## config.mk

```make
export PLATFORM = sky130hd
export DESIGN_NAME = pio_cycle_timer
export DESIGN_NICKNAME = d
export VERILOG_FILES = /design/src/rtl/pio_tmg_pkg.sv /design/src/rtl/pio_cfg_regs.sv /design/src/rtl/pio_bank_sel.sv /design/src/rtl/pio_phase_fsm.sv /design/src/rtl/pio_cycle_timer.sv
export SDC_FILE = /design/constraint.sdc
export NUM_CORES = 1
export LEC_CHECK = 0
export CAP_MARGIN = 25
export CORE_ASPECT_RATIO = 0.7
export CORE_MARGIN = 4
export CORE_UTILIZATION = 60
export CTS_CLUSTER_DIAMETER = 30
export DETAILED_ROUTE_END_ITERATION = 7
export DONT_BUFFER_PORTS = 1
export GPL_ROUTABILITY_DRIVEN = 0
export GPL_TIMING_DRIVEN = 0
export HOLD_SLACK_MARGIN = 0.12
export PLACE_DENSITY = 0.76
export SYNTH_ARGS = -nofsm -noshare
export SYNTH_HDL_FRONTEND = slang
export SYNTH_SLANG_ARGS = --single-unit
```

## constraint.sdc

```tcl
create_clock -name clk -period 3.41 [get_ports clk]
set_input_delay 0.682 -clock clk [delete_from_list [all_inputs] [get_ports clk]]
set_output_delay 0.682 -clock clk [all_outputs]
set_load 0.03 [all_outputs]
```

## src/rtl/pio_tmg_pkg.sv

```systemverilog
package pio_tmg_pkg;
  localparam int TMG_W   = 8;
  localparam int LEN_W   = 5;
  localparam int ADDR_W  = 3;
  localparam int N_BANKS = 2;
  localparam int N_TMG   = N_BANKS * 2;

  localparam logic [ADDR_W-1:0] ADR_MAP  = 3'd4;
  localparam logic [ADDR_W-1:0] ADR_MISC = 3'd5;

  typedef enum logic [2:0] {
    PH_IDLE  = 3'd0,
    PH_SETUP = 3'd1,
    PH_PULSE = 3'd2,
    PH_RECOV = 3'd3,
    PH_DONE  = 3'd4
  } phase_e;

  // pulse clocks from the upper nibble of a timing byte
  function automatic logic [LEN_W-1:0] pulse_len(input logic [TMG_W-1:0] b);
    return {1'b0, b[7:4]} + LEN_W'(1);
  endfunction

  // recovery clocks from the lower nibble of a timing byte
  function automatic logic [LEN_W-1:0] recov_len(input logic [TMG_W-1:0] b);
    return {1'b0, b[3:0]} + LEN_W'(2);
  endfunction

  // shared setup clocks from the settings register
  function automatic logic [LEN_W-1:0] setup_len(input logic [TMG_W-1:0] m);
    return {3'b000, m[5:4]} + LEN_W'(1);
  endfunction

  function automatic logic [3:0] drdy_len(input logic [TMG_W-1:0] m);
    return {1'b0, m[3:1]} + 4'd2;
  endfunction
endpackage

```

## src/rtl/pio_cfg_regs.sv

```systemverilog
module pio_cfg_regs
  import pio_tmg_pkg::*;
(
  input  logic                         clk,
  input  logic                         rst_n,
  input  logic                         we,
  input  logic [ADDR_W-1:0]            addr,
  input  logic [TMG_W-1:0]             wdata,
  output logic [N_TMG-1:0][TMG_W-1:0]  tmg_q,
  output logic [TMG_W-1:0]             map_q,
  output logic [TMG_W-1:0]             misc_q
);
  for (genvar e = 0; e < N_TMG; e++) begin : g_tmg
    logic [TMG_W-1:0] ent_q;
    always_ff @(posedge clk) begin
      if (!rst_n)
        ent_q <= '0;
      else if (we && addr == ADDR_W'(e))
        ent_q <= wdata;
    end
    assign tmg_q[e] = ent_q;
  end

  always_ff @(posedge clk) begin
    if (!rst_n) begin
      map_q  <= '0;
      misc_q <= '0;
    end else if (we) begin
      if (addr == ADR_MAP)  map_q  <= wdata;
      if (addr == ADR_MISC) misc_q <= wdata;
    end
  end
endmodule

```

## src/rtl/pio_bank_sel.sv

```systemverilog
module pio_bank_sel
  import pio_tmg_pkg::*;
(
  input  logic [N_TMG-1:0][TMG_W-1:0] tmg_q,
  input  logic [1:0]                  drv_bank,
  input  logic                        drive,
  input  logic                        write,
  output logic [TMG_W-1:0]            sel_byte
);
  logic bank;
  logic [1:0] idx;

  always_comb begin
    bank     = drive ? drv_bank[1] : drv_bank[0];
    idx      = {bank, write};
    sel_byte = tmg_q[idx];
  end
endmodule

```

## src/rtl/pio_phase_fsm.sv

```systemverilog
module pio_phase_fsm
  import pio_tmg_pkg::*;
(
  input  logic             clk,
  input  logic             rst_n,
  input  logic             req,
  input  logic             write,
  input  logic [LEN_W-1:0] setup_clks,
  input  logic [LEN_W-1:0] pulse_clks,
  input  logic [LEN_W-1:0] recov_clks,
  output phase_e           phase,
  output logic             accept,
  output logic             busy,
  output logic             addr_valid,
  output logic             rd_strobe,
  output logic             wr_strobe,
  output logic             done
);
  phase_e           ph_q;
  logic [LEN_W-1:0] cnt_q, pulse_q, recov_q;
  logic             wr_q;
  logic             cnt_zero;

  assign cnt_zero = (cnt_q == '0);
  assign accept   = req && (ph_q == PH_IDLE);

  always_ff @(posedge clk) begin
    if (!rst_n) begin
      ph_q    <= PH_IDLE;
      cnt_q   <= '0;
      pulse_q <= LEN_W'(1);
      recov_q <= LEN_W'(2);
      wr_q    <= 1'b0;
    end else begin
      case (ph_q)
        PH_IDLE: if (req) begin
          ph_q    <= PH_SETUP;
          cnt_q   <= setup_clks - LEN_W'(1);
          pulse_q <= pulse_clks;
          recov_q <= recov_clks;
          wr_q    <= write;
        end
        PH_SETUP: if (cnt_zero) begin
          ph_q  <= PH_PULSE;
          cnt_q <= pulse_q - LEN_W'(1);
        end else cnt_q <= cnt_q - LEN_W'(1);
        PH_PULSE: if (cnt_zero) begin
          ph_q  <= PH_RECOV;
          cnt_q <= recov_q - LEN_W'(1);
        end else cnt_q <= cnt_q - LEN_W'(1);
        PH_RECOV: if (cnt_zero) ph_q <= PH_DONE;
                  else cnt_q <= cnt_q - LEN_W'(1);
        PH_DONE:  ph_q <= PH_IDLE;
        default:  ph_q <= PH_IDLE;
      endcase
    end
  end

  assign phase      = ph_q;
  assign busy       = (ph_q != PH_IDLE);
  assign addr_valid = (ph_q == PH_SETUP) || (ph_q == PH_PULSE);
  assign rd_strobe  = (ph_q == PH_PULSE) && !wr_q;
  assign wr_strobe  = (ph_q == PH_PULSE) && wr_q;
  assign done       = (ph_q == PH_DONE);
endmodule

```

## src/rtl/pio_cycle_timer.sv

```systemverilog
module pio_cycle_timer
  import pio_tmg_pkg::*;
(
  input  logic        clk,
  input  logic        rst_n,
  input  logic        cyc_req,
  input  logic        cyc_write,
  input  logic        cyc_drive,
  input  logic        cfg_we,
  input  logic [2:0]  cfg_addr,
  input  logic [7:0]  cfg_wdata,
  output logic        busy,
  output logic        addr_valid,
  output logic        rd_strobe,
  output logic        wr_strobe,
  output logic        cyc_done,
  output logic        prefetch_en,
  output logic [3:0]  drdy_clks
);
  logic [N_TMG-1:0][TMG_W-1:0] tmg_q;
  logic [TMG_W-1:0]            map_q, misc_q, sel_byte;
  phase_e                      phase;
  logic                        accept;
  logic                        unused_cfg_bits;

  pio_cfg_regs u_regs (
    .clk    (clk),
    .rst_n  (rst_n),
    .we     (cfg_we),
    .addr   (cfg_addr),
    .wdata  (cfg_wdata),
    .tmg_q  (tmg_q),
    .map_q  (map_q),
    .misc_q (misc_q)
  );

  pio_bank_sel u_sel (
    .tmg_q    (tmg_q),
    .drv_bank (map_q[2:1]),
    .drive    (cyc_drive),
    .write    (cyc_write),
    .sel_byte (sel_byte)
  );

  pio_phase_fsm u_fsm (
    .clk        (clk),
    .rst_n      (rst_n),
    .req        (cyc_req),
    .write      (cyc_write),
    .setup_clks (setup_len(misc_q)),
    .pulse_clks (pulse_len(sel_byte)),
    .recov_clks (recov_len(sel_byte)),
    .phase      (phase),
    .accept     (accept),
    .busy       (busy),
    .addr_valid (addr_valid),
    .rd_strobe  (rd_strobe),
    .wr_strobe  (wr_strobe),
    .done       (cyc_done)
  );

  assign prefetch_en     = misc_q[6];
  assign drdy_clks       = drdy_len(misc_q);
  assign unused_cfg_bits = ^{map_q[7:3], map_q[0], misc_q[7], misc_q[0]};
endmodule

```

## Word-level counts from Yosys, hierarchy flattened

Index checks and enable logic that the tools add are counted.

| word-level totals | value |
|---|---|
| bits in registers | 61 |
| bits of input ports | 17 |
| logic and storage cells | 65 |

| cells by class | value |
|---|---|
| add/sub/neg operators | 8 |
| order comparisons | 1 |
| equal/unequal tests | 14 |
| mux-type cells | 13 |
| reduce and logical (&&, ||, !) cells | 18 |

Operator list:

| operator | count |
|---|---|
| $mux W5 | 4 |
| $pmux W5 S4 | 1 |
| $bmux W8 S2 | 1 |
| $sub A5 B1 Y5 const B | 3 |
| $eq A3 B2 Y1 const B | 4 |
| $mux W3 | 4 |
| $pmux W3 S4 | 1 |
| $eq A3 B3 Y1 const B | 3 |
| $mux W8 | 1 |
| $eq A3 B1 Y1 const B | 2 |
| $logic_and A1 B1 Y1 | 6 |
| $logic_not A3 Y1 | 2 |
| $ne A2 B1 Y1 const B | 3 |
| $reduce_and A2 Y1 | 3 |
| $add A4 B1 Y5 const B | 1 |
| $add A4 B2 Y5 const B | 1 |
| $logic_not A5 Y1 | 1 |
| $add A3 B2 Y4 const B | 1 |
| $ne A2 B2 Y1 const B | 2 |
| $reduce_and A4 Y1 | 1 |
| $reduce_bool A4 Y1 | 1 |
| $sub A3 B1 Y4 const B | 1 |
| $add A2 B1 Y3 const B | 1 |
| $lt A2 B3 Y1 const B | 1 |
| 5 further kinds | 5 |

## Longest topological paths before layout

Gate-level depths: netlist (run 1).

| logic depth | value |
|---|---|
| word-level depth | 4 |
| gate-level depth with buffers | 8 |
| depth with buffers taken out | 7 |

## By module

From an unflattened synthesis (run 1), not the netlist that was laid out.

| unflattened totals | value |
|---|---|
| cells, all modules | 343 |
| area, all modules | 3274.4 µm² |

Modules (own cells, without submodules):

| module | instances | cells each | area an instance (µm²) | sequential area each (µm²) |
|---|---|---|---|---|
| pio_cfg_regs | 1 | 170 | 1774.2 | 960.9 |
| pio_phase_fsm | 1 | 148 | 1167.4 | 380.4 |
| pio_bank_sel | 1 | 10 | 214.0 | 0.0 |
| pio_cycle_timer | 1 | 15 | 118.9 | 0.0 |

## Worst setup path before layout (run 1)

No wires, ideal clock.

| timing path | value |
|---|---|
| kind | input to register |
| start | in cyc_drive |
| end | reg u_fsm.pulse_q[2] |
| setup time | 0.131 ns |
| arrival time | 2.046 ns |
| setup slack | 1.233 ns |
| stages on the path | 5 |
| path buffers | 0 |
| cells stage by stage | mux2i_1 mux4_2 ha_1 xnor2_1 a21oi_1 |

| on the way | value |
|---|---|
| cells in the longest elaborated chain, start to end | 4 |

Ends and longest elaborated chain:

| what | line | RTL |
|---|---|---|
| start, declared | pio_cycle_timer.sv:8 | `input logic cyc_drive,` |
| $mux W1 | pio_bank_sel.sv:14 | `bank = drive ? drv_bank[1] : drv_bank[0];` |
| $bmux W8 S2 | pio_bank_sel.sv:16 | `sel_byte = tmg_q[idx];` |
| $mux W8 (implied by the code) | pio_bank_sel.sv:16 |  |
| $add A4 B1 Y5 | pio_tmg_pkg.sv:21 | `return {1'b0, b[7:4]} + LEN_W'(1);` |
| end signal, assigned | pio_phase_fsm.sv:39 | `pulse_q <= pulse_clks;` |
| end, declared | pio_phase_fsm.sv:20 | `logic [LEN_W-1:0] cnt_q, pulse_q, recov_q;` |

No other way between the ends. The select of a mux whose other input is x is not followed.
A chain may end at the register's enable or synchronous reset.

## Worst setup path in the final report (run 1)

| timing path | value |
|---|---|
| start | reg u_fsm.ph_q[1], in the netlist u_fsm.phase[1] |
| end | out wr_strobe |

| on the way | value |
|---|---|
| cells in the longest elaborated chain, start to end | 2 |

Ends and longest elaborated chain:

| what | line | RTL |
|---|---|---|
| start, declared | pio_phase_fsm.sv:19 | `phase_e ph_q;` |
| start signal, assigned | pio_phase_fsm.sv:29 | `ph_q <= PH_IDLE;` |
| start signal, assigned | pio_phase_fsm.sv:37 | `ph_q <= PH_SETUP;` |
| start signal, assigned | pio_phase_fsm.sv:44 | `ph_q <= PH_PULSE;` |
| $eq A3 B2 Y1 | pio_phase_fsm.sv:63 | `assign wr_strobe = (ph_q == PH_PULSE) && wr_q;` |
| $logic_and A1 B1 Y1 | pio_phase_fsm.sv:63 |  |
| end, declared | pio_cycle_timer.sv:15 | `output logic wr_strobe,` |

No other way between the ends.

==> flow_metrics.env, run 1 <==
export IMPL_status="finished, final reports clean"
export IMPL_endpoint_kind="output port"
export IMPL_setup_slack_ns=0.980
export IMPL_clock_latency_ns=0.34
export IMPL_synth_area_leaders="dfxtp_1, nand2_1, a21boi_0, mux2i_1, mux4_2"
export IMPL_post_cts_buffers=0
export IMPL_path_buf_inv=0
export IMPL_place_hpwl_mm=4.97
export IMPL_synth_ff_type="dfxtp_1"
export IMPL_hold_path_cell_count=2
export IMPL_crit_type="reg2out"
export IMPL_syn_avg_cell_area_um2=9.17
export IMPL_reg2reg_to="u_fsm.cnt_q[1]"
export IMPL_drive_gt1_share_pct=10.7
export IMPL_wl_per_cell_um=17.2
export IMPL_ys_ff_latch=59
export IMPL_initial_core_util_pct=64.6
export IMPL_cts_resized=0
export IMPL_fin_skew_ns=0.00656
export IMPL_seqPwrFrac_pct=38.6
export IMPL_diodes=0
export IMPL_htreeDepth=3
export IMPL_max_cap_violations=0
export IMPL_placed_cells=385
export IMPL_layout_cells_most_common="nand2_1"
export IMPL_yosysWarnings=0
export IMPL_setup_viol=0
export IMPL_p_switching_uw=734
export IMPL_io_pin_count=27
export IMPL_first_iter_violations=291
export IMPL_cpPeakStageDelay_ns=0.53
export IMPL_multiInputGateArea_um2=1610
export IMPL_antenna_found_initial=0
export IMPL_cts_root_buf="clkbuf_8"
export IMPL_grt_max_degree=11
export IMPL_hold_class="reg2reg"
export IMPL_synth_cells=319
export IMPL_track_usage_pct=25.0
export IMPL_cp_required_ns=2.73
export IMPL_min_to="u_regs.g_tmg[3].ent_q[5]"
export IMPL_die_h_um=66.4
export IMPL_synth_nets=342
export IMPL_final_antenna_net_count=0
export IMPL_regArea_um2=1180
export IMPL_rsz0062_at_grt="no"
export IMPL_port_buffers=0
export IMPL_reg2reg_depth=7
export IMPL_relSlewSlack_pct=31.2
export IMPL_grt_pass1_vias=2182
export IMPL_powerDensity_nw_per_um2=654
export IMPL_ir_drop_mv=0.505
export IMPL_synth_top_area_cell="dfxtp_1"
export IMPL_critPathSlowestCell="or3b_2"
export IMPL_fp_dieW_um=91.5
export IMPL_post_route_min_period_ns=2.43
export IMPL_num_rows=20
export IMPL_fin_cells=402
export IMPL_p_int_mw=1.37
export IMPL_r2r_slack_ns=1.20
export IMPL_worstPathCellList="or3b_2 -> nor2_1"
export IMPL_fillers=362
export IMPL_cts_buffer_depth=2
export IMPL_fin_nets=354
export IMPL_clock_sinks=59
export IMPL_synthArstFlopShare_pct=0
export IMPL_crit_path_start_kind="register"
export IMPL_clk_pin_slew_worst_paths_ns=0.06
export IMPL_syn_area_um2=2930
export IMPL_dr_pass1_iters=4
export IMPL_arrival_ns=1.75
export IMPL_yosysSeqAreaShare_pct=40.4
export IMPL_placed_area_um2=3010
export IMPL_vias=2327
export IMPL_drv_slew=0
export IMPL_core_area_um2=4530
export IMPL_cts_buffers=9
export IMPL_gr_total_overflow=0
export IMPL_hold_start="u_regs.g_tmg[3].ent_q[5]"
export IMPL_cts_hold_buf=0
export IMPL_synth_top_area_share_pct=40.4
export IMPL_hold_viol=0
export IMPL_finalCritPeriodShare_pct=71.3
export IMPL_path_max_fanout=6
export IMPL_r2r_start="u_fsm.cnt_q[0]"
export IMPL_viasPerCell=5.79
export IMPL_dieArea_um2=6070
export IMPL_fin_area_um2=3210
export IMPL_drt_total_wl_mm=6.90
export IMPL_area_growth_pct=9.71
export IMPL_worstMarginPinSlew_ns=1.00
export IMPL_power_mw=2.10
export IMPL_synth_edf_count=0
export IMPL_switching_share_pct=35.0
export IMPL_p_leak_nw=1.17
export IMPL_cts_tree="built"
export IMPL_critPathTopFamily="simple AND/OR/NAND/NOR gates"
export IMPL_final_cell_mix="nand2_1, dfxtp_1, a21boi_0"
export IMPL_p_comb_share_pct=31.4
export IMPL_clkPwrFrac_pct=30.0
export IMPL_grt_pass1_wl_mm=11.4
export IMPL_synth_distinct_cells=46
export IMPL_place_ws_ns=0.801
export IMPL_fmax_mhz=411
export IMPL_drc=0
export IMPL_tns_ns=0
[per-layer routing]
metal	vias up	track usage, %	wire length [µm]
met2	87	36.9	2830
met5	-	0	0
li1	1128	-	-
met4	0	7.33	77
met1	1102	34.6	3290
met3	10	8.19	705
[tightest hold or removal path: cells and delay by family, from the launching register on]
kind               cells  cell delay (ns)
and+or+nand+nor        1             0.04
AOI/OAI and AO/OA      1             0.06
DFF                    1             0.31
[metrics by stage]
step / util [%] / hold slack [ns]
floorplan: - / 0.440
global placement: 66.4 / 0.448
detailed placement: 66.4 / 0.456
CTS: 70.7 / 0.465
global route: 70.9 / 0.472
finish: 70.9 / 0.463
[cell families (layout without fill, tap and decap cells)]
kind of cell / count (synthesis) / in the layout / synth area share, %
xor+xnor: 12 / 12 / 3.59
flops: 59 / 59 / 40.4
mux: 26 / 26 / 12.3
simple gates: 127 / 127 / 21.2
compound gates: 62 / 62 / 15.4
buf+inv: 27 / 44 / 4.62
fa+ha+maj: 6 / 6 / 2.57
[cells in the mapped netlist (3+ instances only)]
library cell / n
o31ai_1: 3
a21boi_0: 30
dfxtp_1: 59
mux2i_1: 18
nor3b_1: 3
nor3_1: 8
mux4_2: 8
clkbuf_1: 9
o21ai_0: 7
nand2_1: 69
o22ai_1: 3
nor2b_1: 18
a21oi_1: 6
and2_1: 3
inv_1: 11
ha_1: 6
nand2b_1: 5
nor2_1: 6
xor2_1: 6
xnor2_1: 6
[area by class of cell]
cell class | count | area share, %
Buffer | 16 | 2.92
Clock inverter | 5 | 1.64
Clock buffer | 11 | 4.41
Inverter | 11 | 1.29
Multi-Input combinational cell | 233 | 50.1
Tap cell | 66 | 2.57
Timing Repair Buffer | 1 | 0.234
Sequential cell | 59 | 36.8
[worst max path at each step]
stage / cells after the start / to / slack [ns] / startpoint
after floorplan: 5 / u_fsm.pulse_q[2] / 1.23 / cyc_drive
after global placement: 5 / u_fsm.pulse_q[2] / 0.85 / cyc_drive
after CTS: 2 / wr_strobe / 0.98 / u_fsm.phase[1]
after detailed placement: 5 / u_fsm.pulse_q[2] / 0.80 / cyc_drive
after global routing: 2 / cyc_done / 0.92 / u_fsm.phase[2]
final: 2 / wr_strobe / 0.98 / u_fsm.phase[1]
[state kept, by name, indices dropped and copies added (netlist names)]
name,flops
u_fsm.phase,3
u_regs.g_tmg.ent_q,32
u_regs.map_q,2
u_fsm.pulse_q,5
u_regs.misc_q,6
u_fsm.cnt_q,5
u_fsm.recov_q,5
u_fsm.wr_q,1
[power groups by stage]
stage	clock network, mW	logic, mW	registers (mW)
final	0.630	0.660	0.810
after global routing	0.667	0.724	0.815
after CTS	0.632	0.648	0.807
after detailed placement	0	0.639	0.821
after global placement	0	0.632	0.820
after floorplan	0	0.523	0.805
Power figures use the tool's default switching activity.
==> run 2, diff against run 1 <==
clock period = 2.37 ns   (was 3.41 ns; I/O delays follow)
==> flow_metrics.env, run 2 (synthesis results as in run 1) <==
export IMPL_port_buffers=0
export IMPL_dr_pass1_iters=4
export IMPL_viasPerCell=5.81
export IMPL_endpoint_kind="output port"
export IMPL_setup_viol=0
export IMPL_hold_path_cell_count=2
export IMPL_hold_class="in2reg"
export IMPL_track_usage_pct=25.0
export IMPL_crit_path_start_kind="register"
export IMPL_ir_drop_mv=0.726
export IMPL_max_cap_violations=0
export IMPL_arrival_ns=1.74
export IMPL_status="finished, final reports clean"
export IMPL_place_ws_ns=-0.0314
export IMPL_p_leak_nw=1.18
export IMPL_die_h_um=66.4
export IMPL_post_route_min_period_ns=2.22
export IMPL_worstPathCellList="or3b_2 -> nor2_1"
export IMPL_fin_nets=354
export IMPL_regArea_um2=1180
export IMPL_multiInputGateArea_um2=1620
export IMPL_grt_pass1_vias=2182
export IMPL_place_hpwl_mm=4.97
export IMPL_hold_viol=0
export IMPL_drt_total_wl_mm=6.90
export IMPL_critPathTopFamily="simple AND/OR/NAND/NOR gates"
export IMPL_powerDensity_nw_per_um2=948
export IMPL_crit_type="reg2out"
export IMPL_cts_root_buf="clkbuf_8"
export IMPL_finalCritPeriodShare_pct=93.5
export IMPL_relSlewSlack_pct=30.5
export IMPL_clock_sinks=59
export IMPL_worstMarginPinSlew_ns=1.01
export IMPL_layout_cells_most_common="nand2_1"
export IMPL_post_cts_buffers=0
export IMPL_critPathSlowestCell="or3b_2"
export IMPL_clock_latency_ns=0.34
export IMPL_vias=2336
export IMPL_fmax_mhz=451
export IMPL_final_cell_mix="nand2_1, dfxtp_1, a21boi_0"
export IMPL_path_max_fanout=6
export IMPL_drv_slew=0
export IMPL_htreeDepth=3
export IMPL_cts_buffer_depth=2
export IMPL_clk_pin_slew_worst_paths_ns=0.06
export IMPL_cpPeakStageDelay_ns=0.53
export IMPL_wl_per_cell_um=17.2
export IMPL_cts_tree="built"
export IMPL_io_pin_count=27
export IMPL_path_buf_inv=0
export IMPL_cts_buffers=9
export IMPL_fillers=361
export IMPL_fp_dieW_um=91.5
export IMPL_largest_register="u_regs.g_tmg.ent_q"
export IMPL_final_util_pct=71.0
export IMPL_path_depth=2
export IMPL_power_mw=3.05
export IMPL_dieArea_um2=6070
export IMPL_diodes=0
export IMPL_hold_slack_ns=0.274
export IMPL_drive_gt1_share_pct=10.7
export IMPL_setup_slack_ns=0.154
export IMPL_antenna_found_initial=0
export IMPL_grt_pass1_wl_mm=11.4
export IMPL_core_area_um2=4530
export IMPL_fin_skew_ns=0.00793
export IMPL_largest_reg_flops=32
export IMPL_fin_cells=402
export IMPL_cp_required_ns=1.90
export IMPL_rsz0062_at_grt="no"
export IMPL_placed_cells=385
export IMPL_num_rows=20
export IMPL_first_iter_violations=284
export IMPL_reg2reg_depth=5
export IMPL_grt_max_degree=11
export IMPL_initial_core_util_pct=64.6
export IMPL_drc=0
export IMPL_final_antenna_net_count=0
export IMPL_reg_largest_list="u_regs.g_tmg.ent_q: 32 flops, u_regs.misc_q: 6 flops"
export IMPL_area_growth_pct=10.0
export IMPL_gr_total_overflow=0
run 2: stage by stage:
| stage | area, µm² | setup TNS, ns |
|---|---|---|
| after floorplan | 2930 | 0 |
| after global placement | 3010 | 0 |
| after detailed placement | 3010 | -0.0314 |
| after CTS | 3200 | 0 |
| after global routing | 3220 | 0 |
| final | 3220 | 0 |
run 2: final cells by class:
cell class,instances,area share [%]
plain buffers,16,2.92
clock buffers,11,4.39
clock inverters,5,1.63
inverters,11,1.28
multi-input cells,233,50.3
flip-flops and latches,59,36.7
well taps,66,2.57
repair buffers,1,0.233
run 2: what timing repair did:
action,CTS,global route
resized for setup,0,1
endpoints found under the setup margin,0,1
hold buffers,0,0
run 2: worst paths after layout:
path	slack, ns	end	from
max	0.15	wr_strobe	u_fsm.phase[1]
min	0.27	u_regs.g_tmg[1].ent_q[0]	cfg_wdata[0]
max reg2reg	0.16	u_fsm.pulse_q[2]	u_regs.map_q[2]
min reg2reg	0.46	u_regs.g_tmg[3].ent_q[6]	u_regs.g_tmg[3].ent_q[6]
run 2: layer usage:
metal / share of wire [%] / global-route usage [%] / vias to the layer above / wire, µm
met3: 8.4 / 8.19 / 10 / 582
met4: 1.1 / 7.33 / 0 / 78
li1: - / - / 1131 / -
met2: 41 / 36.9 / 83 / 2810
met1: 50 / 34.6 / 1112 / 3430
met5: 0 / 0 / - / 0
run 2: worst reg2reg max path: stages (launching register included):
cell	delay, ns
dfxtp_1	0.31
mux2i_1	0.79
mux4_2	0.47
ha_1	0.25
xnor2_1	0.18
a21oi_1	0.09
run 2: power by group:
| group | internal [mW] | switching (mW) | leakage [nW] |
|---|---|---|---|
| sequential | 1.08 | 0.0959 | 0.479 |
| clock | 0.508 | 0.395 | 0.0991 |
| combinational | 0.398 | 0.577 | 0.603 |
